===== config.mk =====
export PLATFORM = sky130hd
export DESIGN_NAME = flash_hc_regs
export DESIGN_NICKNAME = d
export VERILOG_FILES = /design/src/rtl/flash_hc_pkg.sv /design/src/rtl/flash_hc_linkcmd.sv /design/src/rtl/flash_hc_irq.sv /design/src/rtl/flash_hc_regs.sv
export SDC_FILE = /design/constraint.sdc
export NUM_CORES = 1
export LEC_CHECK = 0
export CORE_ASPECT_RATIO = 1.25
export CORE_MARGIN = 3
export CORE_UTILIZATION = 35
export CTS_CLUSTER_DIAMETER = 60
export DETAILED_ROUTE_END_ITERATION = 7
export SETUP_SLACK_MARGIN = 0.5
export SYNTH_ARGS = -nofsm -noshare
export SYNTH_HDL_FRONTEND = slang
export SYNTH_HIERARCHICAL = 1
export SYNTH_SLANG_ARGS = --single-unit

===== constraint.sdc =====
create_clock -name clk -period 2.5 [get_ports clk]
set_clock_uncertainty 0.1 [all_clocks]
set_input_delay 0.375 -clock clk [delete_from_list [all_inputs] [get_ports clk]]
set_output_delay 0.375 -clock clk [all_outputs]
set_load 0.03 [all_outputs]

===== src/rtl/flash_hc_pkg.sv =====
package flash_hc_pkg;

  localparam int DATA_W = 32;

  localparam int OFS_CAP   = 'h00;
  localparam int OFS_VER   = 'h08;
  localparam int OFS_ISTAT = 'h20;
  localparam int OFS_IEN   = 'h24;
  localparam int OFS_CSTAT = 'h30;
  localparam int OFS_CEN   = 'h34;
  localparam int OFS_XLO   = 'h50;
  localparam int OFS_XHI   = 'h54;
  localparam int OFS_XDB   = 'h58;
  localparam int OFS_XCLR  = 'h5C;
  localparam int OFS_XRUN  = 'h60;
  localparam int OFS_XCMPL = 'h64;
  localparam int OFS_TLO   = 'h70;
  localparam int OFS_THI   = 'h74;
  localparam int OFS_TDB   = 'h78;
  localparam int OFS_TCLR  = 'h7C;
  localparam int OFS_TRUN  = 'h80;
  localparam int OFS_LCMD  = 'h90;
  localparam int OFS_ARG1  = 'h94;
  localparam int OFS_ARG2  = 'h98;
  localparam int OFS_ARG3  = 'h9C;
  localparam int REG_BYTES = 'hA0;

  localparam logic [31:0] VERSION_WORD = 32'h0000_0310;
  localparam logic [31:0] IRQ_MASK     = 32'h0007_FFFF;
  localparam logic [31:0] BASE_KEEP    = 32'hFFFF_FC00;

  localparam int IS_HIB_EXIT  = 5;
  localparam int IS_HIB_ENTER = 6;
  localparam int IS_CMD_DONE  = 10;

  localparam int CS_DEV_PRES = 0;
  localparam int CS_XL_RDY   = 1;
  localparam int CS_TL_RDY   = 2;
  localparam int CS_CMD_RDY  = 3;
  localparam int PMR_LSB     = 8;
  localparam int PMR_W       = 3;
  localparam logic [PMR_W-1:0] PMR_LOCAL = 3'd1;

  localparam logic [31:0] LC_STARTUP   = 32'h16;
  localparam logic [31:0] LC_HIB_ENTER = 32'h17;
  localparam logic [31:0] LC_HIB_EXIT  = 32'h18;
  localparam logic [31:0] RES_OK       = 32'd0;
  localparam logic [31:0] RES_FAIL     = 32'd1;

  typedef enum logic [1:0] {
    LK_STARTUP,
    LK_HIB_ENTER,
    LK_HIB_EXIT,
    LK_OTHER
  } lc_kind_e;

  function automatic lc_kind_e lc_classify(input logic [31:0] code);
    if (code == LC_STARTUP)        return LK_STARTUP;
    else if (code == LC_HIB_ENTER) return LK_HIB_ENTER;
    else if (code == LC_HIB_EXIT)  return LK_HIB_EXIT;
    else                           return LK_OTHER;
  endfunction

  function automatic logic [31:0] cap_word(input int xfer_slots, input int task_slots);
    logic [31:0] w;
    w        = '0;
    w[4:0]   = 5'(xfer_slots - 1);
    w[15:8]  = 8'd2;
    w[18:16] = 3'(task_slots - 1);
    w[24]    = 1'b1;
    return w;
  endfunction

  function automatic logic irq_level(input logic [31:0] stat, input logic [31:0] en);
    return |(stat & IRQ_MASK & en);
  endfunction

  function automatic logic [31:0] w1c(input logic [31:0] old, input logic [31:0] data);
    return old & ~data;
  endfunction

endpackage


===== src/rtl/flash_hc_linkcmd.sv =====
module flash_hc_linkcmd
  import flash_hc_pkg::*;
(
  input  logic        clk,
  input  logic        rst_n,
  input  logic        cmd_wr,
  input  logic [31:0] cmd_code,
  output logic        apply,
  output logic [31:0] is_set,
  output logic [31:0] cs_set,
  output logic        pmr_load,
  output logic [31:0] arg2_res
);

  logic        pend_vld;
  logic [31:0] pend_code;
  lc_kind_e    kind;

  always_ff @(posedge clk) begin
    if (!rst_n) begin
      pend_vld  <= 1'b0;
      pend_code <= '0;
    end else begin
      pend_vld <= cmd_wr;
      if (cmd_wr) pend_code <= cmd_code;
    end
  end

  assign apply = pend_vld;
  assign kind  = lc_classify(pend_code);

  always_comb begin
    is_set              = '0;
    cs_set              = '0;
    pmr_load            = 1'b0;
    arg2_res            = RES_OK;
    is_set[IS_CMD_DONE] = 1'b1;
    case (kind)
      LK_STARTUP: begin
        cs_set[CS_DEV_PRES] = 1'b1;
        cs_set[CS_XL_RDY]   = 1'b1;
        cs_set[CS_TL_RDY]   = 1'b1;
      end
      LK_HIB_ENTER: begin
        is_set[IS_HIB_ENTER] = 1'b1;
        pmr_load             = 1'b1;
      end
      LK_HIB_EXIT: begin
        is_set[IS_HIB_EXIT] = 1'b1;
        pmr_load            = 1'b1;
      end
      default: arg2_res = RES_FAIL;
    endcase
  end


  cmd_apply_next_chk: assert property (@(posedge clk) disable iff (!rst_n)
    cmd_wr |=> apply);


  apply_needs_write_chk: assert property (@(posedge clk) disable iff (!rst_n)
    !cmd_wr |=> !apply);

endmodule


===== src/rtl/flash_hc_irq.sv =====
module flash_hc_irq
  import flash_hc_pkg::*;
(
  input  logic [31:0] stat,
  input  logic [31:0] en,
  output logic        irq
);

  assign irq = irq_level(stat, en);

endmodule


===== src/rtl/flash_hc_regs.sv =====
module flash_hc_regs
  import flash_hc_pkg::*;
#(
  parameter int ADDR_W     = 12,
  parameter int XFER_SLOTS = 32,
  parameter int TASK_SLOTS = 8
) (
  input  logic              clk,
  input  logic              rst_n,
  input  logic [ADDR_W-1:0] bus_addr,
  input  logic              bus_we,
  input  logic [31:0]       bus_wdata,
  input  logic              bus_re,
  output logic [31:0]       bus_rdata,
  output logic              irq
);

  localparam logic [31:0] CAP_VAL = cap_word(XFER_SLOTS, TASK_SLOTS);

  if (XFER_SLOTS < 1 || XFER_SLOTS > 32 || TASK_SLOTS < 1 || TASK_SLOTS > 8) begin : g_param_bad
    $error("slot count parameter out of range");
  end

  logic [31:0] int_status, int_enable, ctl_status;
  logic        ctl_en;
  logic [31:0] xlo, xhi, xrun, xcmpl, tlo, thi;
  logic [31:0] arg1, arg2, arg3;

  logic        in_range;
  logic        wr_istat, wr_ien, wr_cen, wr_xlo, wr_xhi, wr_xrun, wr_xcmpl;
  logic        wr_tlo, wr_thi, wr_lcmd, wr_arg1, wr_arg2, wr_arg3;
  logic        en_rise, en_fall;

  logic        lc_apply, lc_pmr_load;
  logic [31:0] lc_is_set, lc_cs_set, lc_arg2;

  logic [31:0] is_next, cs_next, arg2_next, rd_val;

  assign in_range = (bus_addr < ADDR_W'(REG_BYTES));

  function automatic logic hit(input logic [ADDR_W-1:0] a, input int ofs);
    return a == ADDR_W'(ofs);
  endfunction

  assign wr_istat = bus_we && in_range && hit(bus_addr, OFS_ISTAT);
  assign wr_ien   = bus_we && in_range && hit(bus_addr, OFS_IEN);
  assign wr_cen   = bus_we && in_range && hit(bus_addr, OFS_CEN);
  assign wr_xlo   = bus_we && in_range && hit(bus_addr, OFS_XLO);
  assign wr_xhi   = bus_we && in_range && hit(bus_addr, OFS_XHI);
  assign wr_xrun  = bus_we && in_range && hit(bus_addr, OFS_XRUN);
  assign wr_xcmpl = bus_we && in_range && hit(bus_addr, OFS_XCMPL);
  assign wr_tlo   = bus_we && in_range && hit(bus_addr, OFS_TLO);
  assign wr_thi   = bus_we && in_range && hit(bus_addr, OFS_THI);
  assign wr_lcmd  = bus_we && in_range && hit(bus_addr, OFS_LCMD);
  assign wr_arg1  = bus_we && in_range && hit(bus_addr, OFS_ARG1);
  assign wr_arg2  = bus_we && in_range && hit(bus_addr, OFS_ARG2);
  assign wr_arg3  = bus_we && in_range && hit(bus_addr, OFS_ARG3);

  assign en_rise = wr_cen &&  bus_wdata[0] && !ctl_en;
  assign en_fall = wr_cen && !bus_wdata[0] &&  ctl_en;

  flash_hc_linkcmd u_linkcmd (
    .clk      (clk),
    .rst_n    (rst_n),
    .cmd_wr   (wr_lcmd),
    .cmd_code (bus_wdata),
    .apply    (lc_apply),
    .is_set   (lc_is_set),
    .cs_set   (lc_cs_set),
    .pmr_load (lc_pmr_load),
    .arg2_res (lc_arg2)
  );

  flash_hc_irq u_irq (
    .stat (int_status),
    .en   (int_enable),
    .irq  (irq)
  );

  always_comb begin
    is_next = int_status;
    if (wr_istat) is_next = w1c(is_next, bus_wdata);
    if (lc_apply) is_next = is_next | lc_is_set;

    cs_next = ctl_status;
    if (en_rise) cs_next[CS_CMD_RDY] = 1'b1;
    if (en_fall) cs_next = '0;
    if (lc_apply) begin
      if (lc_pmr_load) cs_next[PMR_LSB +: PMR_W] = PMR_LOCAL;
      cs_next = cs_next | lc_cs_set;
    end

    arg2_next = arg2;
    if (wr_arg2)  arg2_next = bus_wdata;
    if (lc_apply) arg2_next = lc_arg2;
  end

  always_ff @(posedge clk) begin
    if (!rst_n) begin
      int_status <= '0;
      int_enable <= '0;
      ctl_status <= '0;
      ctl_en     <= 1'b0;
      xlo        <= '0;
      xhi        <= '0;
      xrun       <= '0;
      xcmpl      <= '0;
      tlo        <= '0;
      thi        <= '0;
      arg1       <= '0;
      arg2       <= '0;
      arg3       <= '0;
    end else begin
      int_status <= is_next;
      ctl_status <= cs_next;
      arg2       <= arg2_next;
      if (wr_ien)   int_enable <= bus_wdata;
      if (en_rise)  ctl_en     <= 1'b1;
      if (en_fall)  ctl_en     <= 1'b0;
      if (wr_xlo)   xlo        <= bus_wdata & BASE_KEEP;
      if (wr_xhi)   xhi        <= bus_wdata;
      if (wr_xrun)  xrun       <= bus_wdata;
      if (wr_xcmpl) xcmpl      <= w1c(xcmpl, bus_wdata);
      if (wr_tlo)   tlo        <= bus_wdata & BASE_KEEP;
      if (wr_thi)   thi        <= bus_wdata;
      if (wr_arg1)  arg1       <= bus_wdata;
      if (wr_arg3)  arg3       <= bus_wdata;
    end
  end

  always_comb begin
    rd_val = '0;
    if (in_range) begin
      case (int'(bus_addr))
        OFS_CAP:   rd_val = CAP_VAL;
        OFS_VER:   rd_val = VERSION_WORD;
        OFS_ISTAT: rd_val = int_status;
        OFS_IEN:   rd_val = int_enable;
        OFS_CSTAT: rd_val = ctl_status;
        OFS_CEN:   rd_val = {31'd0, ctl_en};
        OFS_XLO:   rd_val = xlo;
        OFS_XHI:   rd_val = xhi;
        OFS_XRUN:  rd_val = xrun;
        OFS_XCMPL: rd_val = xcmpl;
        OFS_TLO:   rd_val = tlo;
        OFS_THI:   rd_val = thi;
        OFS_ARG1:  rd_val = arg1;
        OFS_ARG2:  rd_val = arg2;
        OFS_ARG3:  rd_val = arg3;
        default:   rd_val = '0;
      endcase
    end
  end

  always_ff @(posedge clk) begin
    if (!rst_n)      bus_rdata <= '0;
    else if (bus_re) bus_rdata <= rd_val;
  end


  istat_w1c_chk: assert property (@(posedge clk) disable iff (!rst_n)
    (wr_istat && !lc_apply) |=> ((int_status & $past(bus_wdata)) == 32'd0));


  irq_level_chk: assert property (@(posedge clk) disable iff (!rst_n)
    irq == (|(int_status & IRQ_MASK & int_enable)));


  en_rise_chk: assert property (@(posedge clk) disable iff (!rst_n)
    en_rise |=> (ctl_en && ctl_status[CS_CMD_RDY]));


  en_fall_chk: assert property (@(posedge clk) disable iff (!rst_n)
    (en_fall && !lc_apply) |=> (!ctl_en && ctl_status == 32'd0));


  cmd_done_chk: assert property (@(posedge clk) disable iff (!rst_n)
    lc_apply |=> int_status[IS_CMD_DONE]);


  oob_read_zero_chk: assert property (@(posedge clk) disable iff (!rst_n)
    (bus_re && !in_range) |=> bus_rdata == 32'd0);

endmodule


* Yosys cells after proc, flatten, opt, wreduce, memory -nomap -nowiden *
Cells that the tools add are included.

word-level totals
  register bits = 430
  latch bits = 0
  memory bits (writable) = 0
  bits in read-only memories = 0
  input bits = 48
  output and inout bits = 33
  word-level logic and storage cells = 90
  memories = 0

cells by class
  $add $sub $neg = 0
  multipliers = 0
  div/mod/pow operators = 0
  order comparisons = 1
  equality and inequality tests = 20
  shifts and indexed selects = 0
  mux-type cells = 19
  bitwise operators = 7
  reduce and logical (&&, ||, !) cells = 27

operators with widths
  cell                   number
  $pmux W32 S15          1
  $mux W32               7
  $eq A32 B5 Y1 const B  3
  $eq A12 B7 Y1 const B  6
  $and A32 B32 Y32       2
  $eq A12 B6 Y1 const B  4
  $eq A12 B8 Y1 const B  4
  $and A19 B32 Y32       1
  $not A32 Y32           1
  $or A32 B11 Y32        1
  $or A32 B3 Y32         1
  $reduce_or A32 Y1      1
  $logic_and A1 B1 Y1    18
  $eq A12 B4 Y1 const B  1
  $logic_not A12 Y1      1
  $lt A12 B8 Y1 const B  1
  $mux W3                3
  $mux W1                6
  $mux W2                2
  $reduce_or A2 Y1       2
  $reduce_or A3 Y1       1
  $eq A2 B1 Y1 const B   1
  $eq A2 B2 Y1 const B   1
  $logic_not A1 Y1       2
  3 further kinds        3

* Depth between registers and ports, before layout *
Gate-level depths: netlist of run 1.

  depth in word-level cells = 11
  mapped depth = 9
  mapped depth without buffers = 6

* By module *
The synthesis of run 1 kept the hierarchy.

modules (own cells, without submodules)
  module            times used  cells each  area each (um2)  seq. area each (um2)
  flash_hc_regs     1           2236        17690.7          7947.6
  flash_hc_linkcmd  1           219         2094.5           660.6
  flash_hc_irq      1           14          97.6             0.0

* Least setup slack after synthesis of run 1 *
No wires, ideal clock.

  path type = in2reg
  start point = input port bus_addr[11]
  end point = register u_linkcmd.pend_code[0]
  library setup time = 0.116 ns
  arrival = 2.085 ns
  data required time = 2.284 ns
  slack = 0.198 ns
  stages = 8
  buffers on the path = 3
  cells stage by stage = nor4_4 > nand3_1 > clkbuf_1 > nor3_1 > clkbuf_1 > buf_2 > mux2i_1 > nor2b_1

between the ends
  cells in the longest elaborated chain, start to end = 3
  elaborated cells between the ends (all ways) = 4
  those cells by class = order compare (1); eq/ne (1); reduce/logical (2)

ends and longest elaborated chain
  what                    RTL line                source
  start: declaration      flash_hc_regs.sv:10     input logic [ADDR_W-1:0] bus_addr,
  $lt A12 B8 Y1           flash_hc_regs.sv:39     assign in_range = (bus_addr < ADDR_W'(REG_BYTES));
  $logic_and A1 B1 Y1     flash_hc_regs.sv:54     assign wr_lcmd = bus_we && in_range && hit(bus_addr, OFS_LCMD);
  $logic_and A1 B1 Y1 *   flash_hc_regs.sv:54
  named net wr_lcmd       flash_hc_regs.sv:31     logic wr_tlo, wr_thi, wr_lcmd, wr_arg1, wr_arg2, wr_arg3;
  end signal: assignment  flash_hc_linkcmd.sv:25  if (cmd_wr) pend_code <= cmd_code;
  end: declaration        flash_hc_linkcmd.sv:16  logic [31:0] pend_code;

The timed path passes the listed nets; every way through them passes the cells marked *.
A chain may end at the register's enable or synchronous reset.

* Worst setup path in the final report of run 1 *
  start point = register int_status[15]
  end point = output port irq

between the ends
  cells in the longest elaborated chain, start to end = 2

ends and longest elaborated chain
  what                      RTL line              source
  start: declaration        flash_hc_regs.sv:24   logic [31:0] int_status, int_enable, ctl_status;
  start signal: assignment  flash_hc_regs.sv:114  int_status <= is_next;
  $and A19 B32 Y32          flash_hc_pkg.sv:75    return |(stat & IRQ_MASK & en);
  $reduce_or A32 Y1         flash_hc_pkg.sv:75
  end: declaration          flash_hc_regs.sv:15   output logic irq

Every way passes these cells.

==> results by group, run 1 <==
Worst setup path
  • Maximum fanout along the worst path: 3
  • Critical path type: flip-flop to output port
  • Worst reg2reg setup slack: 0.46 ns
  • Startpoint Class: flip-flop
  • CP endpoint kind: output port
  • Critical Path AT: 1.92 ns
  • CP Data Required Time: 2.03 ns

Layout
  • # diodes: 0
  • Fin area: 0.02478 sq mm
  • Post-layout util: 0.4420
  • Commonest cells after routing, fill and taps aside: nand2_1, dfxtp_1, a21oi_1
  • Layout area overhead: 24.64%
  • Nets: 2699
  • Filler instances: 5492
  • Layout cell share with drive strength beyond 1: 0.1726
  • Most common cell after layout, fill and taps aside: nand2_1

Clock network
  • H-tree depth: 2
  • Clk Latency, worst-skew pair: 0.58 ns
  • Cts hold-fix bufs: 0
  • Clk sinks: 430
  • Clock-pin slew on the worst setup and hold paths: 0.06 ns
  • Longest Clk Path Bufs: 3
  • TritonCTS Buffers: 45
  • TritonCTS clock tree: built
  • Root buffer cell: clkbuf_16

Placement
  • Placer congestion estimate: 0.9584
  • Placed cell area: 0.02272 sq mm
  • Port bufs: 80
  • Pre-CTS WS: -0.5921 ns
  • Post-detail-place hpwl: 56170 um

Synth
  • Sequential share of the synthesized area: 0.4329
  • Synth warn: 6
  • Synth Cell Area: 0.01988 sq mm
  • Netlist cell types: 73
  • Top_reg_cell synth: dfxtp_1
  • Post-synth EDFFs: 0
  • FFs w/ async S/R, synth: 0
  • Syn avg cell area: 8.053 sq um
  • Synth Instances: 2469
  • Register bit count reported by yosys: 430

Detailed routing
  • Routed via count: 18880
  • Initial DRC Count: 2164
  • Antenna-violating nets left: 0
  • First-pass detailed-route iteration total: 6
  • DRC: 0
  • Vias per inst: 5.524
  • Routed wire per std cell: 23.78 um
  • Drt total wl: 81290 um

Power and ir drop
  • Overall Power: 14.24 mW
  • Combinational fraction of design power: 0.067
  • Max VDD drop: 0.5101 mV
  • P per Cell Area: 574.7 mW/mm^2
  • Clock power share: 0.452
  • Static leakage: 8.729 nW
  • Internal power: 10.80 mW
  • Switching power: 3.446 mW
  • Reg power frac: 0.481
  • Net Sw Frac: 0.2420

Global route
  • Gr usage total: 0.2661
  • Grt met2 use: 0.4336
  • Global Route met3 Usage: 0.03749
  • Total grt overflow: 0
  • Largest net degree at the start of global routing: 124
  • Met1 Use GR: 0.3501
  • Most used routing layer: met2
  • Initial antenna violation count: 1
  • First-pass GRT wire length: 119600 um
  • Vias in the first global route: 18370

STA
  • Setup-failing EPs final: 0
  • Setup tns final: 0 ns
  • Final Cycle Share: 0.9598
  • Peak Freq: 0.4167 GHz
  • Unrepaired setup endpoints after global routing: yes
  • Slew @ Worst Pin: 0.8645 ns
  • Min Tclk post-route: 2.400 ns
  • Final hold viol count: 0
  • Final Max Tran Viols: 0
  • Rel. slew slack: 0.4211
  • Worst setup margin: 0.1004 ns

Floorplan
  • IO Pins: 81
  • Core Rows: 97
  • Die W: 219.2 um
  • Die height: 272.5 um
  • Starting Density: 0.3546
  • Die area: 0.05972 sq mm
  • Core area: 0.05607 sq mm

Hold path
  • Hold Path Class: input pin to flip-flop

Job
  • Max-cap violations: 0

Run status
  • Status: finished clean
-- sequential cells by signal (all words and copies together) (netlist names), 22 cells and up --
name and cells:
xlo 22, xhi 32, arg3 32, thi 32, arg2 32, xcmpl 32
arg1 32, int_enable 32, tlo 22, xrun 32, int_status 32, bus_rdata 32
ctl_status 32, u_linkcmd/pend_code 32
-- area by class of cell --
type                            instances  area [sq um]  area share
Multi-Input combinational cell       1773         10170      0.4104
Clock inverter                         13         103.9    0.004191
Inverter                               36         142.6    0.005756
Clock buffer                           63          1265     0.05104
Tap cell                              742         928.4     0.03746
Timing Repair Buffer                  361          3555      0.1434
Sequential cell                       430          8616      0.3477
-- final timing paths --
kind / start / to / cells past startpoint
min: rst_n / xcmpl[28]$_SDFFE_PN0P_ / 3
min reg2reg: xcmpl[19]$_SDFFE_PN0P_ / xcmpl[19]$_SDFFE_PN0P_ / 2
max reg2reg: u_linkcmd/pend_code[12]$_SDFFE_PN0P_ / arg2[0]$_SDFFE_PN0P_ / 7
max: int_status[15]$_SDFF_PN0_ / irq / 5
-- synthesized netlist by cell type, types with 6 or more instances --
master | instances | area share
a211oi_1 | 38 | 0.014
a21oi_1 | 334 | 0.084
a221oi_1 | 17 | 0.0075
a22o_1 | 44 | 0.019
a22oi_1 | 72 | 0.027
a31oi_1 | 25 | 0.0079
a32o_1 | 8 | 0.0040
a32oi_1 | 7 | 0.0031
and2_1 | 7 | 0.0022
buf_2 | 78 | 0.020
buf_4 | 93 | 0.035
buf_6 | 7 | 0.0040
clkbuf_1 | 136 | 0.026
dfxtp_1 | 430 | 0.43
inv_1 | 36 | 0.0068
mux2_2 | 19 | 0.011
mux2i_1 | 105 | 0.053
nand2_1 | 597 | 0.11
nand2b_1 | 6 | 0.0019
nand3_1 | 28 | 0.0070
nor2_1 | 55 | 0.010
nor2b_1 | 72 | 0.023
nor3_1 | 18 | 0.0045
nor4_1 | 10 | 0.0031
o211ai_1 | 6 | 0.0023
o21ai_0 | 85 | 0.021
o21ai_1 | 20 | 0.0050
o22ai_1 | 9 | 0.0028
o2bb2ai_1 | 6 | 0.0026
-- logic make-up (layout without fill, tap and decap cells) --
group / count (synthesis) / count (layout) / share of synthesized area
and+or+nand+nor: 854 / 854 / 0.1929
other: 2 / 90 / 0.0003777
AOI/OAI and AO/OA: 701 / 701 / 0.2157
adders and majority gates: 4 / 4 / 0.002517
buffers and inverters: 354 / 473 / 0.09194
DFF: 430 / 430 / 0.4329
muxes: 124 / 124 / 0.06362
-- timing repair --
item / 4_1_cts / 5_1_grt
setup buffers: 13 / 3
endpoints found under the setup margin: 434 / 163
resized for setup: 106 / 29
cloned: 8 / 1
pin swaps: 27 / 23
-- layer usage --
| layer | vias up | share of wire |
|---|---|---|
| met3 | 218 | 0.081 |
| met4 | 2 | 0.048 |
| met2 | 980 | 0.46 |
| met1 | 8985 | 0.41 |
| li1 | 8697 | - |
| met5 | - | 0.00016 |
-- power by group through the flow --
stage / sequential (mW) / combinational [mW] / clock, mW
6_report: 6.85 / 0.954 / 6.44
5_1_grt: 6.85 / 0.987 / 6.77
4_1_cts: 6.85 / 0.926 / 6.50
3_5_place_dp: 7.00 / 0.886 / 0
3_3_place_gp: 7.00 / 0.887 / 0
2_1_floorplan: 7.00 / 0.482 / 0
-- critical path: stages (launching register included) --
cell     delay, ns
dfxtp_2       0.36
a22oi_2       0.25
nand4_1       0.27
nor3_2        0.17
nand2_1       0.12
buf_6         0.18
-- metrics by stage --
step                hold slack (ns)  std cells
finish                      0.07646       3418
CTS                         0.06745       3414
global placement             0.3161       3317
global route                0.09482       3418
detailed placement           0.3229       3317
floorplan                    0.3085       2557
No activity file was read; power rests on OpenSTA's default activity.
==> inputs of run 2 (changes only) <==
--- a/config.mk
+++ b/config.mk
@@ -5,6 +5,7 @@
 export SDC_FILE = /design/constraint.sdc
 export NUM_CORES = 1
 export LEC_CHECK = 0
+export CAP_MARGIN = 30
 export CORE_ASPECT_RATIO = 1.25
 export CORE_MARGIN = 3
 export CORE_UTILIZATION = 35
==> results of run 2 <==
The final DEF is identical to that of run 1; final timing and power are the same.
